<file path="src/rtl/subr_pkg.sv">
package subr_pkg;
    localparam int FLASH_W    = 7;
    localparam int OUT_W      = 12;
    localparam int GAIN_SHIFT = 5;
    localparam int REDUND_OFS = 48;
    localparam int SUM_W      = FLASH_W + GAIN_SHIFT + 2;
    localparam int CODE_TOP   = (1 << OUT_W) - 1;

    typedef enum logic [1:0] {
        RNG_IN    = 2'd0,
        RNG_OVER  = 2'd1,
        RNG_UNDER = 2'd2
    } range_e;

    typedef struct packed {
        logic [OUT_W-1:0] word;
        logic             ovf;
        logic             over;
    } result_t;

    function automatic range_e classify(input logic [SUM_W-1:0] raw);
        if (raw[SUM_W-1])
            return RNG_UNDER;
        else if (raw > SUM_W'(CODE_TOP))
            return RNG_OVER;
        else
            return RNG_IN;
    endfunction
endpackage

</file>
<file path="src/rtl/subr_coarse_hold.sv">
module subr_coarse_hold
    import subr_pkg::*;
(
    input  logic               clk,
    input  logic               rst,
    input  logic               load,
    input  logic [FLASH_W-1:0] code_in,
    output logic [FLASH_W-1:0] code_held
);
    always_ff @(posedge clk) begin
        if (rst)
            code_held <= '0;
        else if (load)
            code_held <= code_in;
    end

    AST_COARSE_HOLD: assert property (@(posedge clk) disable iff (rst)
        !load |=> $stable(code_held));
endmodule

</file>
<file path="src/rtl/subr_combine.sv">
module subr_combine
    import subr_pkg::*;
(
    input  logic [FLASH_W-1:0] coarse,
    input  logic [FLASH_W-1:0] fine,
    output result_t            res
);
    logic [SUM_W-1:0] raw;
    range_e           rng;

    always_comb begin
        raw = ({{(SUM_W-FLASH_W){1'b0}}, coarse} << GAIN_SHIFT)
            + {{(SUM_W-FLASH_W){1'b0}}, fine}
            - SUM_W'(REDUND_OFS);
        rng = classify(raw);
        unique case (rng)
            RNG_OVER:  res = '{word: '1, ovf: 1'b1, over: 1'b1};
            RNG_UNDER: res = '{word: '0, ovf: 1'b1, over: 1'b0};
            default:   res = '{word: raw[OUT_W-1:0], ovf: 1'b0, over: 1'b0};
        endcase
    end
endmodule

</file>
<file path="src/rtl/subr_out_reg.sv">
module subr_out_reg
    import subr_pkg::*;
(
    input  logic    clk,
    input  logic    rst,
    input  logic    load,
    input  result_t res_in,
    output result_t res_q,
    output logic    ready
);
    always_ff @(posedge clk) begin
        if (rst) begin
            res_q <= '0;
            ready <= 1'b0;
        end else begin
            ready <= load;
            if (load)
                res_q <= res_in;
        end
    end

    AST_OUT_HOLD: assert property (@(posedge clk) disable iff (rst)
        !load |=> $stable(res_q));
endmodule

</file>
<file path="src/rtl/subr_err_correct.sv">
module subr_err_correct
    import subr_pkg::*;
(
    input  logic               clk,
    input  logic               rst,
    input  logic               coarse_valid,
    input  logic [FLASH_W-1:0] coarse_code,
    input  logic               fine_valid,
    input  logic [FLASH_W-1:0] fine_code,
    output logic [OUT_W-1:0]   result_word,
    output logic               result_ovf,
    output logic               result_over,
    output logic               result_ready
);
    logic [FLASH_W-1:0] coarse_q;
    logic [FLASH_W-1:0] fine_q;
    logic               load_q;
    result_t            comb_res;
    result_t            out_res;

    subr_coarse_hold u_coarse (
        .clk(clk), .rst(rst), .load(coarse_valid),
        .code_in(coarse_code), .code_held(coarse_q)
    );

    always_ff @(posedge clk) begin
        if (rst) begin
            fine_q <= '0;
            load_q <= 1'b0;
        end else begin
            load_q <= fine_valid;
            if (fine_valid)
                fine_q <= fine_code;
        end
    end

    subr_combine u_comb (.coarse(coarse_q), .fine(fine_q), .res(comb_res));

    subr_out_reg u_out (
        .clk(clk), .rst(rst), .load(load_q),
        .res_in(comb_res), .res_q(out_res), .ready(result_ready)
    );

    assign result_word = out_res.word;
    assign result_ovf  = out_res.ovf;
    assign result_over = out_res.over;

    AST_OVER_SAT: assert property (@(posedge clk) disable iff (rst)
        (result_ovf && result_over) |-> (result_word == '1));
    AST_UNDER_SAT: assert property (@(posedge clk) disable iff (rst)
        (result_ovf && !result_over) |-> (result_word == '0));
    AST_POL_NEEDS_OVF: assert property (@(posedge clk) disable iff (rst)
        !result_ovf |-> !result_over);
    AST_READY_TIMING: assert property (@(posedge clk) disable iff (rst)
        fine_valid |=> ##1 result_ready);
    AST_READY_SINGLE: assert property (@(posedge clk) disable iff (rst)
        result_ready |=> !result_ready || $past(fine_valid));
endmodule

</file>
<file path="config.mk">
export PLATFORM = sky130hd
export DESIGN_NAME = subr_err_correct
export DESIGN_NICKNAME = d
export VERILOG_FILES = /design/src/rtl/subr_pkg.sv /design/src/rtl/subr_coarse_hold.sv /design/src/rtl/subr_combine.sv /design/src/rtl/subr_out_reg.sv /design/src/rtl/subr_err_correct.sv
export SDC_FILE = /design/constraint.sdc
export NUM_CORES = 1
export LEC_CHECK = 0
export BUFFER_PORTS_ARGS = -buffer_cell sky130_fd_sc_hd__buf_2
export CAP_MARGIN = 20
export CORE_MARGIN = 8
export CORE_UTILIZATION = 55
export DETAILED_ROUTE_END_ITERATION = 16
export GPL_TIMING_DRIVEN = 0
export PLACE_DENSITY_LB_ADDON = 0.15
export SYNTH_ARGS = -nofsm -noshare
export SYNTH_HDL_FRONTEND = slang
export SYNTH_HIERARCHICAL = 1
export SYNTH_SLANG_ARGS = --single-unit
</file>
<file path="constraint.sdc">
create_clock -name clk -period 4.6 [get_ports clk]
set_input_delay 0.92 -clock clk [delete_from_list [all_inputs] [get_ports clk]]
set_output_delay 0.92 -clock clk [all_outputs]
set_load 0.005 [all_outputs]
</file>
==> results of run 1 <==
## final cells by class
class,instances,area (um^2),share of cell area
inverters,17,63.8,0.0347
well taps,31,38.8,0.0211
multi-input cells,113,841,0.458
clock buffers,7,55.1,0.0300
clock inverters,1,5.00,0.00272
plain buffers,9,82.6,0.0450
flip-flops and latches,30,601,0.327
repair buffers,30,150,0.0817
## metal layers
metal | share of wire | routed length, um
met1 | 0.46 | 1410
met2 | 0.47 | 1460
met3 | 0.058 | 178
met4 | 0.012 | 38
met5 | 0 | 0
## metrics by stage
stage | area, um^2 | instances | hold WS, ns | util | power (mW)
finish | 1840 | 238 | 0.495 | 0.666 | 0.616
global route | 1840 | 238 | 0.521 | 0.666 | 0.653
CTS | 1840 | 238 | 0.501 | 0.666 | 0.620
detailed placement | 1780 | 230 | 0.475 | 0.644 | 0.460
global placement | 1780 | 230 | 0.467 | 0.644 | 0.453
floorplan | 1590 | 169 | 0.460 | - | 0.416
## cell families (layout without fill, tap and decap cells)
| logic type | after synthesis | after routing | share of synthesized area |
|---|---|---|---|
| AOI/OAI and AO/OA | 29 | 29 | 0.119 |
| xor gates and xnor gates | 5 | 5 | 0.0276 |
| adders and majority gates | 12 | 12 | 0.0993 |
| buffers and inverters | 26 | 64 | 0.0922 |
| DFF | 30 | 30 | 0.378 |
| muxes | 29 | 29 | 0.183 |
| and+or+nand+nor | 38 | 38 | 0.101 |
## report_power, final
part | switching, mW | total, mW | internal (mW)
registers | 0.0108 | 0.289 | 0.278
logic | 0.0876 | 0.164 | 0.0768
clock network | 0.0881 | 0.162 | 0.0740
total | 0.186 | 0.616 | 0.429
## sequential cells by signal, summed over array words and instances, names as in the netlist
name                flops
fine_q                  7
load_q                  1
u_coarse/code_held      7
u_out/ready             1
u_out/res_q            14
## critical path, cell delays in order, from the launching register on
cell and delay [ns]:
sky130_fd_sc_hd__dfxtp_1 0.33, sky130_fd_sc_hd__ha_1 0.33, sky130_fd_sc_hd__ha_1 0.24, sky130_fd_sc_hd__fa_1 0.44, sky130_fd_sc_hd__a211oi_1 0.30, sky130_fd_sc_hd__o21ai_1 0.16, sky130_fd_sc_hd__a21boi_1 0.29, sky130_fd_sc_hd__buf_2 0.26
sky130_fd_sc_hd__a31oi_1 0.07, sky130_fd_sc_hd__mux2i_1 0.16, sky130_fd_sc_hd__nor2_1 0.06
## Yosys cell counts
cell,number
sky130_fd_sc_hd__nand3b_1,1
sky130_fd_sc_hd__a21o_1,1
sky130_fd_sc_hd__o21ai_1,1
sky130_fd_sc_hd__o21ai_0,2
sky130_fd_sc_hd__a21o_2,1
sky130_fd_sc_hd__o31a_1,1
sky130_fd_sc_hd__buf_12,1
sky130_fd_sc_hd__mux2i_1,29
sky130_fd_sc_hd__dfxtp_1,30
sky130_fd_sc_hd__fa_1,1
sky130_fd_sc_hd__buf_6,4
sky130_fd_sc_hd__a31oi_1,12
sky130_fd_sc_hd__o211ai_1,1
sky130_fd_sc_hd__a21oi_1,6
sky130_fd_sc_hd__nor2b_1,3
sky130_fd_sc_hd__a21boi_1,1
sky130_fd_sc_hd__xnor2_1,2
sky130_fd_sc_hd__and3_1,2
sky130_fd_sc_hd__a211oi_1,1
sky130_fd_sc_hd__inv_1,17
sky130_fd_sc_hd__nor3_1,1
sky130_fd_sc_hd__clkbuf_1,2
sky130_fd_sc_hd__o21ai_2,1
sky130_fd_sc_hd__buf_2,2
sky130_fd_sc_hd__a211oi_2,1
sky130_fd_sc_hd__ha_1,11
sky130_fd_sc_hd__nor2_1,31
sky130_fd_sc_hd__xor2_1,3
## worst max-delay path by stage
stage                          startpoint               to  slack [ns]  cells after the start
finish              u_coarse/code_held[0]   u_out/res_q[5]        1.87                     10
CTS                 u_coarse/code_held[0]   u_out/res_q[5]        1.91                     10
floorplan           u_coarse/code_held[0]  u_out/res_q[10]        2.27                     10
global route        u_coarse/code_held[0]   u_out/res_q[7]        1.61                     10
detailed placement  u_coarse/code_held[0]   u_out/res_q[5]        1.93                     10
global placement    u_coarse/code_held[0]   u_out/res_q[0]        2.06                     10
==> results.md, run 1 <==
* GR met1 Demand/Resource at 0.147
* Hold Crit Endpoint: u_out/res_q[0]
* Hold Path Origin: u_out/res_q[0]
* Insertion delay of the later-clocked pin in the worst-skew pair at 0.33 ns
* Max Transition Viols Final at 0
* Global-route total usage across every layer at 0.134
* Iter 0 DRT Violations at between 80 and 90
* Initial core utilization at 0.576
* Floorplan die area at 4860 um^2
* Synthesized area per cell at 9.40 um^2
* Number of register bits inferred by synthesis at 30
* Instance count of the mapped netlist at ~170
* Detailed-placement wirelength estimate at about 2.5 mm
* Kind of end point of the critical path: register
* Maximum number of pins on one net before global-route repair at 15
* Post-CTS Setup Inserts at 0
* Synthesized netlist net count at 199
* Setup WS post-layout at between 1.5 and 2 ns
* Total Routed Length at 3.09 mm
* Worst relative slew slack at 0.680
* Fin crit period at ~2.7 ns
* Number of buffers added to fix hold violations after cts at 0
* Diodes inserted at 0
* Global-route wire length before repair at 5.58 mm
* Kind of path behind the tightest hold check: reg2reg
* Post-synth top area cell: sky130_fd_sc_hd__dfxtp_1
* Data arrival at the endpoint of the critical path at 2.96 ns
* CP Max Fanout at 10
* Clock-pin slew reported for the worst setup and hold paths after clock tree synthesis at 0.10 ns
* Layout cells sized above 1 at 0.227
* Maximum root-to-sink buffer count at 2
* TritonCTS clock tree: yes
* Number of global-route vias before repair at 1,318
* Floorplan die width at between 60 and 70 um
* DRC violation count after routing at 0
* Worst Reg2Reg Path Length in Cells at 10
* Weighted congestion at the end of routability-driven global placement at 0.711
* Worst reg2reg setup slack at 1.87 ns
* Number of buffers added on ports at 30
* Highest attainable clock frequency at 0.366 GHz
* Leakage Power at approximately 0.89 nW
* Required time of the worst setup path at 4.83 ns
* Setup tns final at 0 ns
* Number of cells upsized or downsized after cts at 0
* Final global-route overflow total at 0
* Clock sinks at 30
* Most Crowded Layer GR: met2
* Main area contributors after synthesis: sky130_fd_sc_hd__dfxtp_1 (38%), sky130_fd_sc_hd__mux2i_1 (18%), sky130_fd_sc_hd__ha_1 (8.7%)
* Period utilization at 0.594
* Count of synthesis-stage warnings from yosys at 6
* Distinct cell type count after synthesis at 28
* Overall via count from detail_route at 1,243
* Core outline area at 2760 um^2
* Net count of the finished layout at approximately 240
* Post-Syn Area at 1590 um^2
* I/O pin count at 33
* Commonest non-fill, non-tap cells in the layout: sky130_fd_sc_hd__buf_2 (32), sky130_fd_sc_hd__nor2_1 (31), sky130_fd_sc_hd__dfxtp_1 (30)
* Number of antenna violations at the first check in global routing at 0
* Reg-to-reg startpoint: u_coarse/code_held[0]
* WS Path Type: reg2reg
* Share of synthesized area occupied by flip-flops and latches at 0.378
* Root buffer cell: sky130_fd_sc_hd__clkbuf_4
* Final count of negative-setup-slack endpoints at 0
* Area added between synthesis and finish at 15.7%
* Number of levels the H-tree was split into at 2
* Drt pass-1 iters at 4
* Number of routed nets with antenna violations at 0
* Most common library cell in the layout ignoring fill and taps: sky130_fd_sc_hd__buf_2
* TritonCTS buffer count at 5
* Setup Skew at 0.0131 ns
* Area share of the largest cell type after synthesis at 0.378
* Worst hold path stage count at 2
* Maximum capacitance violations at 0
* Met2 track utilization from global routing at 0.223
* IR Drop Worst-Case VDD at between 0.2 and 0.25 mV
* Total power density per cell area at roughly 340 nW/um^2
* Transition at the pin with the smallest max-transition slack at 0.466 ns
* Pre-CTS worst setup slack at roughly 1.9 ns
* Critical Path Source Type: register
* DIE HEIGHT at 69.7 um
* Endpoint of the lowest-slack register-to-register path: u_out/res_q[5]
* Per-cell routed wire length at roughly 13 um
* Final count of hold timing violations at 0
* DR vias/cell at 5.22
* Status: completed
* Setup repair after global routing missed its margin: false
* Met3 track utilization from global routing at 0.0515
* Filler cell count in the final layout at 247
* # rows at 19
Power figures use the tool's default switching activity.
==> run 2, diff against run 1 <==
--- a/config.mk
+++ b/config.mk
@@ -5,6 +5,7 @@
 export SDC_FILE = /design/constraint.sdc
 export NUM_CORES = 1
 export LEC_CHECK = 0
+export ABC_AREA = 1
 export BUFFER_PORTS_ARGS = -buffer_cell sky130_fd_sc_hd__buf_2
 export CAP_MARGIN = 20
 export CORE_MARGIN = 8
==> constraint.sdc (replaced) <==
create_clock -name clk -period 2.8 [get_ports clk]
set_input_delay 0.56 -clock clk [delete_from_list [all_inputs] [get_ports clk]]
set_output_delay 0.56 -clock clk [all_outputs]
set_load 0.005 [all_outputs]
==> results.md, run 2 <==
* Fin crit period at 2.25 ns
* Commonest non-fill, non-tap cells in the layout: sky130_fd_sc_hd__nand2_1 (82), sky130_fd_sc_hd__inv_1 (62), sky130_fd_sc_hd__nor2_1 (60)
* Setup repair after global routing missed its margin: false
* Iter 0 DRT Violations at 58
* # rows at 21
* Multiplexer area fraction after synthesis at 0
* TritonCTS clock tree: yes
* Post-Synth Adder-Cell Area at 0.0852
* Floorplan die width at roughly 74 um
* Insertion delay of the later-clocked pin in the worst-skew pair at 0.32 ns
* Cell with the biggest individual delay on the critical path: sky130_fd_sc_hd__fa_1
* Internal Pwr Total at 0.812 mW
* Power Total at 1.17 mW
* TritonCTS buffer count at 5
* Psw at 0.357 mW
* Root buffer cell: sky130_fd_sc_hd__clkbuf_4
* DR vias/cell at about 4.1
* Largest register FFs at 14
* Kind of end point of the critical path: register
* Worst hold path stage count at 2
* Post-synth top area cell: sky130_fd_sc_hd__dfxtp_1
* Total Routed Length at ~3.2 mm
* Async set or reset register ratio after synthesis at 0
* Core outline area at 3280 um^2
* Number of buffers added to fix hold violations after cts at 0
* Data arrival at the endpoint of the critical path at 2.47 ns
* Per-cell routed wire length at between 8 and 9 um
* Met3 track utilization from global routing at 0.0485
* Global-route wire length before repair at 5.52 mm
* Initial core utilization at 0.563
* Critical Path Source Type: register
* Simple-gate portion of the synthesized area at 0.400
* Kind of path behind the tightest hold check: reg2reg
* Number of global-route vias before repair at 1,366
* Diodes inserted at 0
* I/O pin count at 33
* Commonest cells in the synthesized netlist: sky130_fd_sc_hd__nand2_1 (82), sky130_fd_sc_hd__inv_1 (62), sky130_fd_sc_hd__nor2_1 (60), sky130_fd_sc_hd__dfxtp_1 (30), sky130_fd_sc_hd__nand3_1 (12)
* Maximum capacitance violations at 0
* Setup Skew at 0.00256 ns
* Distinct cell type count after synthesis at 23
* Highest attainable clock frequency at 0.445 GHz
* Number of placed instances, taps included at around 370
* IR Drop Worst-Case VDD at 0.280 mV
* Share of the synthesized netlist area taken by xor and xnor gates at 0.0142
* Area added between synthesis and finish at 16.2%
* Total power density per cell area at 544 nW/um^2
* Number of register bits inferred by synthesis at 30
* Met2 track utilization from global routing at 0.198
* Most instantiated flip-flop cell in the synthesis netlist: sky130_fd_sc_hd__dfxtp_1
* Drt pass-1 iters at 4
* Cell with the most instances after synthesis: sky130_fd_sc_hd__nand2_1
* Clock sinks at 30
* CP Max Fanout at 10
* Final count of negative-setup-slack endpoints at 0
* Number of antenna violations at the first check in global routing at 0
* Detailed-placement wirelength estimate at 2.47 mm
* Most frequent cell on the critical path: sky130_fd_sc_hd__nand2_1
* Synthesized area per cell at 6.40 um^2
* EDFF count, synth at 0
* Post-CTS Setup Inserts at 0
* Overall via count from detail_route at 1,551
* Transition at the pin with the smallest max-transition slack at 0.353 ns
* DIE HEIGHT at around 74 um
* Final core area utilization at 0.654
* Worst Reg2Reg Path Length in Cells at 14
* Leakage Power at 1.31 nW
* Floorplan die area at 5480 um^2
* Maximum root-to-sink buffer count at 2
* Filler cell count in the final layout at 327
* Number of routed nets with antenna violations at 0
* Fraction of power consumed by combinational cells at 0.297
* Main area contributors after synthesis: sky130_fd_sc_hd__dfxtp_1 (32%), sky130_fd_sc_hd__nand2_1 (17%), sky130_fd_sc_hd__inv_1 (13%)
* Weighted congestion at the end of routability-driven global placement at 0.749
* WS Path Type: reg2reg
* Largest registers in the final layout: u_out/res_q (14), fine_q (7), u_coarse/code_held (7)
* Area share of the largest cell type after synthesis at 0.325
* Net count of the finished layout at 358
* Post-Syn Area at 1850 um^2
* Layout cells sized above 1 at 0.192
* Synthesized netlist net count at approximately 320
* Ordered cell list for the critical path: ha_1 > ha_1 > fa_1 > nand3_1 > nand2_2 > nand3_2 > nand3_4 > clkbuf_8 > nand2_1 > inv_1 > inv_1 > nand2_1 > nand2_1 > nor2_1
* Status: completed
* Share of synthesized area occupied by flip-flops and latches at 0.325
* Register ranked first by flip-flop count: u_out/res_q
* Instance count of the mapped netlist at 289
* Most common library cell in the layout ignoring fill and taps: sky130_fd_sc_hd__nand2_1
* Final count of hold timing violations at 0
* Most Crowded Layer GR: met2
* Synthesized-area fraction occupied by ao, oa, aoi and oai cells at 0.0101
* Setup tns final at 0 ns
* Largest family of logic cells by synthesized area: simple AND/OR/NAND/NOR gates
* Final global-route overflow total at 0
* Number of buffers added on ports at 32
* Number of cells upsized or downsized after cts at 0
* Delay of the slowest cell on the worst path at about 0.41 ns
* GR met1 Demand/Resource at 0.149
* Maximum number of pins on one net before global-route repair at 11
* Fraction of power consumed by the clock network at 0.296
* Max Transition Viols Final at 0
* Clock-pin slew reported for the worst setup and hold paths after clock tree synthesis at around 0.090 ns
* Required time of the worst setup path at 3.02 ns
* Number of levels the H-tree was split into at 2
* Count of synthesis-stage warnings from yosys at 6
* Switching power as a share of total power at 0.305
* Period utilization at 0.802
* Global-route total usage across every layer at 0.126
* Finished Layout Cells at between 300 and 400
* DRC violation count after routing at 0
* Worst relative slew slack at 0.765
* Sequential Power Share at 0.406
-- run 2: changes by cell type after synthesis, sizes merged, moves of 2 or more --
cell	change
nor2b	-3
a21oi	-3
nand2	+89
a31oi	-12
a21o	-2
xor2	-2
nor2	+32
a211oi	-2
inv	+47
and3	-2
o21ai	-4
nand3	+16
mux2i	-29
-- run 2: path summary, 6_finish.rpt --
| path | end | slack [ns] | from |
|---|---|---|---|
| setup / recovery | u_out/res_q[7] | 0.55 | u_coarse/code_held[0] |
| hold reg to reg | u_out/res_q[12] | 0.47 | u_out/res_q[12] |
| hold / removal | u_out/res_q[12] | 0.47 | u_out/res_q[12] |
| setup reg to reg | u_out/res_q[7] | 0.55 | u_coarse/code_held[0] |
-- run 2: stage by stage --
step	setup slack, ns	area (um^2)	hold slack [ns]
6_report	0.555	2150	0.470
5_1_grt	0.395	2150	0.487
2_1_floorplan	0.728	1850	0.449
3_5_place_dp	0.584	2070	0.460
4_1_cts	0.556	2150	0.473
3_3_place_gp	0.602	2070	0.451
-- run 2: layout make-up --
type	count	area, um^2	share of cell area
plain buffers	7	67.6	0.0314
inverters	64	240	0.112
clock inverters	1	30.0	0.0140
flip-flops and latches	30	601	0.279
multi-input cells	188	942	0.438
well taps	46	57.6	0.0268
repair buffers	32	160	0.0745
clock buffers	6	51.3	0.0239
-- run 2: power by group through the flow --
| stage | Combinational (mW) | Clock, mW | Sequential [mW] |
|---|---|---|---|
| 6_report | 0.348 | 0.346 | 0.475 |
| 5_1_grt | 0.404 | 0.382 | 0.479 |
| 4_1_cts | 0.351 | 0.361 | 0.475 |
| 3_5_place_dp | 0.347 | 0 | 0.485 |
| 3_3_place_gp | 0.343 | 0 | 0.484 |
| 2_1_floorplan | 0.276 | 0 | 0.485 |
-- run 2: metal layers --
metal / up-vias / wire length (um)
met5: - / 0
met4: 0 / 65
met3: 8 / 204
met2: 29 / 1370
met1: 607 / 1540
li1: 907 / -
-- run 2: worst max-delay path, delay by kind of cell (launching register included) --
family	cells	cell delay (ns)
buffers and inverters	3	0.27
adder cells (fa/ha/maj)	3	0.96
flip-flops	1	0.32
AND/OR/NAND/NOR	8	0.59
-- run 2: logic make-up (layout without fill, tap and decap cells) --
| group | Yosys count | count (layout) |
|---|---|---|
| compound gates | 3 | 3 |
| xor+xnor | 3 | 3 |
| fa+ha+maj | 12 | 12 |
| buf+inv | 71 | 110 |
| flops | 30 | 30 |
| simple gates | 170 | 170 |
